## src/rtl/lws_pkg.sv

```systemverilog
package lws_pkg;

  typedef enum logic [2:0] {
    PH_INIT = 3'd0,
    PH_IDLE = 3'd1,
    PH_SEL  = 3'd2,
    PH_STB  = 3'd3,
    PH_DAT  = 3'd4,
    PH_LOW  = 3'd5
  } phase_e;

  function automatic int unsigned max4(input int unsigned a, input int unsigned b,
                                       input int unsigned c, input int unsigned d);
    int unsigned m;
    m = a;
    if (b > m) m = b;
    if (c > m) m = c;
    if (d > m) m = d;
    return m;
  endfunction

endpackage

```

## src/rtl/lws_rst_sync.sv

```systemverilog
module lws_rst_sync (
  input  logic clk,
  input  logic arst_n,
  output logic rst_n_o
);
  logic [1:0] sync_q;

  always_ff @(posedge clk or negedge arst_n) begin
    if (!arst_n) sync_q <= 2'b00;
    else         sync_q <= {sync_q[0], 1'b1};
  end

  assign rst_n_o = sync_q[1];
endmodule

```

## src/rtl/lws_phase_timer.sv

```systemverilog
module lws_phase_timer #(
  parameter int unsigned CNT_W    = 2,
  parameter int unsigned INIT_VAL = 0
) (
  input  logic             clk,
  input  logic             rst_n,
  input  logic             load,
  input  logic [CNT_W-1:0] load_val,
  output logic             expired
);
  logic [CNT_W-1:0] cnt_q, cnt_d;

  always_comb begin
    cnt_d = cnt_q;
    if (load)            cnt_d = load_val;
    else if (cnt_q != '0) cnt_d = cnt_q - 1'b1;
  end

  always_ff @(posedge clk or negedge rst_n) begin
    if (!rst_n) cnt_q <= CNT_W'(INIT_VAL);
    else        cnt_q <= cnt_d;
  end

  assign expired = (cnt_q == '0);

  // each new phase starts only once the previous one has run its full length
  assert_load_after_expiry_R10: assert property (@(posedge clk) disable iff (!rst_n)
    load |-> expired);
endmodule

```

## src/rtl/lws_ctrl.sv

```systemverilog
module lws_ctrl
  import lws_pkg::*;
#(
  parameter int unsigned CNT_W   = 2,
  parameter int unsigned SEL_CYC = 1,
  parameter int unsigned STB_CYC = 2,
  parameter int unsigned DAT_CYC = 1,
  parameter int unsigned LOW_CYC = 1
) (
  input  logic             clk,
  input  logic             rst_n,
  input  logic             req_valid,
  input  logic             expired,
  output phase_e           phase_q,
  output phase_e           phase_d,
  output logic             load,
  output logic [CNT_W-1:0] load_val,
  output logic             ready,
  output logic             done
);

  always_comb begin
    phase_d  = phase_q;
    load     = 1'b0;
    load_val = '0;
    unique case (phase_q)
      PH_INIT: if (expired) phase_d = PH_IDLE;
      PH_IDLE: if (req_valid) begin
        phase_d  = PH_SEL;
        load     = 1'b1;
        load_val = CNT_W'(SEL_CYC - 1);
      end
      PH_SEL: if (expired) begin
        phase_d  = PH_STB;
        load     = 1'b1;
        load_val = CNT_W'(STB_CYC - 1);
      end
      PH_STB: if (expired) begin
        phase_d  = PH_DAT;
        load     = 1'b1;
        load_val = CNT_W'(DAT_CYC - 1);
      end
      PH_DAT: if (expired) begin
        phase_d  = PH_LOW;
        load     = 1'b1;
        load_val = CNT_W'(LOW_CYC - 1);
      end
      PH_LOW: if (expired) phase_d = PH_IDLE;
      default: phase_d = PH_INIT;
    endcase
  end

  always_ff @(posedge clk or negedge rst_n) begin
    if (!rst_n) phase_q <= PH_INIT;
    else        phase_q <= phase_d;
  end

  assign ready = (phase_q == PH_IDLE);
  assign done  = (phase_q == PH_LOW) && expired;

  assert_accept_drops_ready_R2: assert property (@(posedge clk) disable iff (!rst_n)
    (req_valid && ready) |=> !ready);

  assert_done_single_R7: assert property (@(posedge clk) disable iff (!rst_n)
    done |=> (!done && ready));

  assert_done_not_idle_R7: assert property (@(posedge clk) disable iff (!rst_n)
    done |-> !ready);
endmodule

```

## src/rtl/lws_bus_drive.sv

```systemverilog
module lws_bus_drive
  import lws_pkg::*;
#(
  parameter int unsigned SEL_W  = 8,
  parameter int unsigned DATA_W = 16
) (
  input  logic              clk,
  input  logic              rst_n,
  input  phase_e            phase_q,
  input  phase_e            phase_d,
  input  logic [SEL_W-1:0]  req_sel,
  input  logic [DATA_W-1:0] req_word,
  output logic [DATA_W-1:0] bus_o,
  output logic              strobe_o
);
  localparam int unsigned PAD_W = DATA_W - SEL_W;

  logic [DATA_W-1:0] word_q, bus_q, bus_d;
  logic              strobe_q, strobe_d;
  logic              accept, to_data, word_en, bus_en;

  assign accept  = (phase_q == PH_IDLE) && (phase_d == PH_SEL);
  assign to_data = (phase_q == PH_STB) && (phase_d == PH_DAT);
  assign word_en = accept;
  assign bus_en  = accept || to_data;

  always_comb begin
    bus_d    = accept ? {{PAD_W{1'b0}}, req_sel} : word_q;
    strobe_d = (phase_d == PH_STB) || (phase_d == PH_DAT);
  end

  always_ff @(posedge clk or negedge rst_n) begin
    if (!rst_n) begin
      word_q   <= '0;
      bus_q    <= '0;
      strobe_q <= 1'b0;
    end else begin
      if (word_en) word_q <= req_word;
      if (bus_en)  bus_q  <= bus_d;
      strobe_q <= strobe_d;
    end
  end

  assign bus_o    = bus_q;
  assign strobe_o = strobe_q;

  assert_sel_held_on_rise_R4: assert property (@(posedge clk) disable iff (!rst_n)
    $rose(strobe_q) |-> $stable(bus_q));

  assert_word_held_on_fall_R6: assert property (@(posedge clk) disable iff (!rst_n)
    $fell(strobe_q) |-> $stable(bus_q));

  assert_strobe_min_high_R4: assert property (@(posedge clk) disable iff (!rst_n)
    $rose(strobe_q) |=> strobe_q);
endmodule

```

## src/rtl/latch_write_seq.sv

```systemverilog
module latch_write_seq
  import lws_pkg::*;
#(
  parameter int unsigned SEL_W   = 8,
  parameter int unsigned DATA_W  = 16,
  parameter int unsigned SEL_CYC = 1,
  parameter int unsigned STB_CYC = 2,
  parameter int unsigned DAT_CYC = 1,
  parameter int unsigned LOW_CYC = 1
) (
  input  logic              clk,
  input  logic              rst_n,
  input  logic              req_valid,
  input  logic [SEL_W-1:0]  req_sel,
  input  logic [DATA_W-1:0] req_word,
  output logic              req_ready,
  output logic              wr_done,
  output logic [DATA_W-1:0] lbus,
  output logic              lstrobe
);
  localparam int unsigned MAX_CYC = max4(SEL_CYC, STB_CYC, DAT_CYC, LOW_CYC);
  localparam int unsigned CNT_W   = $clog2(MAX_CYC + 1);

  logic             rst_n_i;
  logic             expired, load;
  logic [CNT_W-1:0] load_val;
  phase_e           phase_q, phase_d;

  lws_rst_sync u_rst (
    .clk     (clk),
    .arst_n  (rst_n),
    .rst_n_o (rst_n_i)
  );

  lws_phase_timer #(
    .CNT_W    (CNT_W),
    .INIT_VAL (LOW_CYC - 1)
  ) u_timer (
    .clk      (clk),
    .rst_n    (rst_n_i),
    .load     (load),
    .load_val (load_val),
    .expired  (expired)
  );

  lws_ctrl #(
    .CNT_W   (CNT_W),
    .SEL_CYC (SEL_CYC),
    .STB_CYC (STB_CYC),
    .DAT_CYC (DAT_CYC),
    .LOW_CYC (LOW_CYC)
  ) u_ctrl (
    .clk       (clk),
    .rst_n     (rst_n_i),
    .req_valid (req_valid),
    .expired   (expired),
    .phase_q   (phase_q),
    .phase_d   (phase_d),
    .load      (load),
    .load_val  (load_val),
    .ready     (req_ready),
    .done      (wr_done)
  );

  lws_bus_drive #(
    .SEL_W  (SEL_W),
    .DATA_W (DATA_W)
  ) u_drive (
    .clk      (clk),
    .rst_n    (rst_n_i),
    .phase_q  (phase_q),
    .phase_d  (phase_d),
    .req_sel  (req_sel),
    .req_word (req_word),
    .bus_o    (lbus),
    .strobe_o (lstrobe)
  );

  assert_idle_strobe_low_R8: assert property (@(posedge clk) disable iff (!rst_n_i)
    req_ready |-> !lstrobe);

  assert_done_strobe_low_R6: assert property (@(posedge clk) disable iff (!rst_n_i)
    wr_done |-> !lstrobe);
endmodule

```

## config.mk

```make
export PLATFORM = sky130hd
export DESIGN_NAME = latch_write_seq
export DESIGN_NICKNAME = d
export VERILOG_FILES = /design/src/rtl/lws_pkg.sv /design/src/rtl/lws_rst_sync.sv /design/src/rtl/lws_phase_timer.sv /design/src/rtl/lws_ctrl.sv /design/src/rtl/lws_bus_drive.sv /design/src/rtl/latch_write_seq.sv
export SDC_FILE = /design/constraint.sdc
export NUM_CORES = 1
export LEC_CHECK = 0
export ABC_AREA = 1
export BUFFER_PORTS_ARGS = -buffer_cell sky130_fd_sc_hd__buf_4
export CAP_MARGIN = 20
export CORE_UTILIZATION = 48
export CTS_BUF_LIST = sky130_fd_sc_hd__clkbuf_16
export CTS_CLUSTER_SIZE = 16
export DETAILED_ROUTE_END_ITERATION = 16
export GPL_TIMING_DRIVEN = 0
export PLACE_DENSITY = 0.74
export SKIP_CTS_REPAIR_TIMING = 1
export SYNTH_ARGS = -nofsm -noshare
export SYNTH_HDL_FRONTEND = slang
export SYNTH_SLANG_ARGS = --single-unit
```

## constraint.sdc

```tcl
create_clock -name clk -period 1.7 [get_ports clk]
set_clock_uncertainty 0.1 [all_clocks]
set_input_delay 0.085 -clock clk [delete_from_list [all_inputs] [get_ports clk]]
set_output_delay 0.085 -clock clk [all_outputs]
set_load 0.02 [all_outputs]
```

==> flow_summary.yaml <==
timing:
  hold_viol_final: 3
  period_minus_slack_ps: 1616
  timing.fmax_mhz: 618.9
  finalWorstSetupSlack_ps: 84.24
  slew_headroom_pct: 47.19
  setup_viol: 0
  fin_crit_sh_pct: 95.04
  whs_ps: -4.837
  tightest_slew_ps: 792.1
  drv_slew: 0
cts:
  clk_path_buf_depth: 2
  cts_tree: "done"
  cts_buffers: 5
  htreeDepth: 2
  cts_sinks: 40
  cts_root_buf: "clkbuf_16"
  clkTransAtPathRegs_ps: 50
  clk_latency_ps: 280
die:
  core_sq_um: 3363
  fp-row-count: 21
  io_pins: 46
  die_x_um: 61.63
  initial_core_util_pct: 50.74
  fp.dieH_um: 61.63
  die_area_sq_um: 3798
global_routing:
  top_usage_layer: "met2"
  first_global_vias: 1331
  grtUsageMet1_pct: 25.34
  grt_pass1_wl_um: 5678
  grt_use_met2_pct: 35.64
  grt-ovfl-total: 0
  track_usage_pct: 20.91
  use_met3_pct: 6.513
  grt_max_degree: 39
  antenna_found_initial: 0
power_and_ir_drop:
  peakVddDrop_mv: 1.086
  report.power.total_w: 0.004335
  cellLeakagePower_nw: 1.244
  powerDensity_nw_per_um2: 1779
synth:
  ys_ff_latch: 40
  synth_adder_area_share_pct: 0.7331
  syn_nets: 214
  synthSimpleGateAreaFrac_pct: 28.23
  avgSynthCellArea_sq_um: 9.175
  muxShareOfSynthArea_pct: 0
  synth_area_sq_um: 1707
  synth_top_family_by_area: "simple AND/OR/NAND/NOR gates"
  synth_xor_area_share_pct: 0
  yosys_warnings: 0
  synthDistinctLibCells: 22
  syn_inst: 186
  synth_compound_gate_area_share_pct: 5.572
  yosysSeqAreaShare_pct: 58.65
layout:
  final.fill_count: 266
  final_common_cell: "buf_4"
  area_growth_pct: 42.74
  antenna_cells: 0
  finish.net_count: 285
  drive_above_1_share_pct: 27.73
  regArea_sq_um: 1005
  multi_input_area_sq_um: 601.8
  post-route-util_pct: 72.43
  layout_common_cells: "buf_4, nand2_1, nand3_1"
worst_setup_path:
  worstReg2RegStart: "u_timer.cnt_q[0]"
  crit_type: "reg2out"
  crit_path_start_kind: "flip-flop"
  crit_start: "u_ctrl.phase_q[1]"
  end_kind: "output pin"
  worst_ep_arrival_time_ps: 1430
  crit_required_ps: 1510
  critPathMaxFanout: 10
worst_hold_path:
  hold_path.startpoint: "req_sel[3]"
  hold_path.class: "in2reg"
routing:
  post_drt_wl_per_cell_um: 12.60
  drc: 0
  routed_via_density: 4.974
  dr.pass1.iters: 4
  ant_nets: 0
  routed_wl_um: 3804
  drt_iter0_drc: 33
  vias: 1502
place:
  routabilityCongestion: 0.7445
  dp_slack_ps: -99.47
  portBuffers: 44
  hpwl_um: 2433
run_status:
  violations: "negative hold slack"
  status: "finished, violations left"
run:
  maxCapViolations: 0
==> metrics by stage <==
step	std cells	setup TNS, ps	cell area (sq um)	hold WS [ps]
after global placement	276	-594.7	2095	-231.9
after floorplan	186	0	1707	-310.6
after detailed placement	276	-534.2	2096	-230.8
after CTS	282	-735.8	2225	-522.6
final	302	0	2436	-4.837
after global routing	302	-20.38	2436	5.396
==> power breakdown <==
| group | internal (W) | switching [W] | leakage (nW) |
|---|---|---|---|
| clock network | 0.000520 | 0.000320 | 0.0669 |
| registers | 0.00137 | 0.000216 | 0.496 |
| logic | 0.000779 | 0.00113 | 0.681 |
==> synth_stat cells <==
cell type	n	area share (%)
nand4_1	2	0.73
clkbuf_1	3	0.66
buf_6	3	2.0
inv_2	1	0.22
nand2_4	2	1.3
nand3_1	39	11
nand2_2	1	0.37
nand2_1	46	10
nor2_1	13	2.9
conb_1	1	0.22
o21ai_1	8	2.3
ha_1	1	0.73
buf_2	4	1.2
inv_4	1	0.37
o21ai_0	1	0.29
inv_1	8	1.8
nor2_2	1	0.37
a31oi_1	8	2.9
nor3_1	1	0.29
buf_4	1	0.44
nand4_2	1	0.73
dfrtp_1	40	59
==> sequential cells by signal, indices dropped and copies added (netlist names) <==
| register | flops |
|---|---|
| u_drive.bus_o | 16 |
| u_drive.word_q | 16 |
| u_ctrl.phase_q | 3 |
| u_rst.sync_q | 2 |
| u_timer.cnt_q | 2 |
| u_drive.strobe_o | 1 |
==> final cells by class <==
type | count | share of cell area [%]
Clock inverter | 1 | 0.1541
Inverter | 10 | 1.644
Tap cell | 46 | 2.363
Timing Repair Buffer | 64 | 21.47
Sequential cell | 40 | 41.24
Multi-Input combinational cell | 125 | 24.70
Buffer | 11 | 3.287
Clock buffer | 5 | 5.136
==> final timing paths <==
path	slack [ps]	cells after the start	to
worst max-delay path	80	5	req_ready
min in group asynchronous	20	2	u_rst.sync_q[1]
max in group asynchronous	690	0	u_ctrl.phase_q[0]
worst min-delay path	-5	3	u_drive.bus_o[3]
worst max register to register	120	9	u_drive.strobe_o
worst min register to register	260	0	u_drive.bus_o[7]
==> metal layers <==
layer	share of wire, %	vias up
met5	0	-
met4	1.2	0
met3	3.3	6
met2	53	34
met1	43	708
li1	-	754
==> logic make-up (layout without fill, tap and decap cells) <==
kind of cell	count (synthesis)	after routing
flops	40	40
simple gates	106	106
compound gates	17	17
fa+ha+maj	1	1
other cells	1	1
buf+inv	21	91
==> critical path: stages, from the launching register on <==
cell	delay [ps]
dfrtp_2	450
nor2_2	180
nand2_2	100
inv_4	120
buf_6	160
buf_4	140
(Power assumes the default switching activity.)
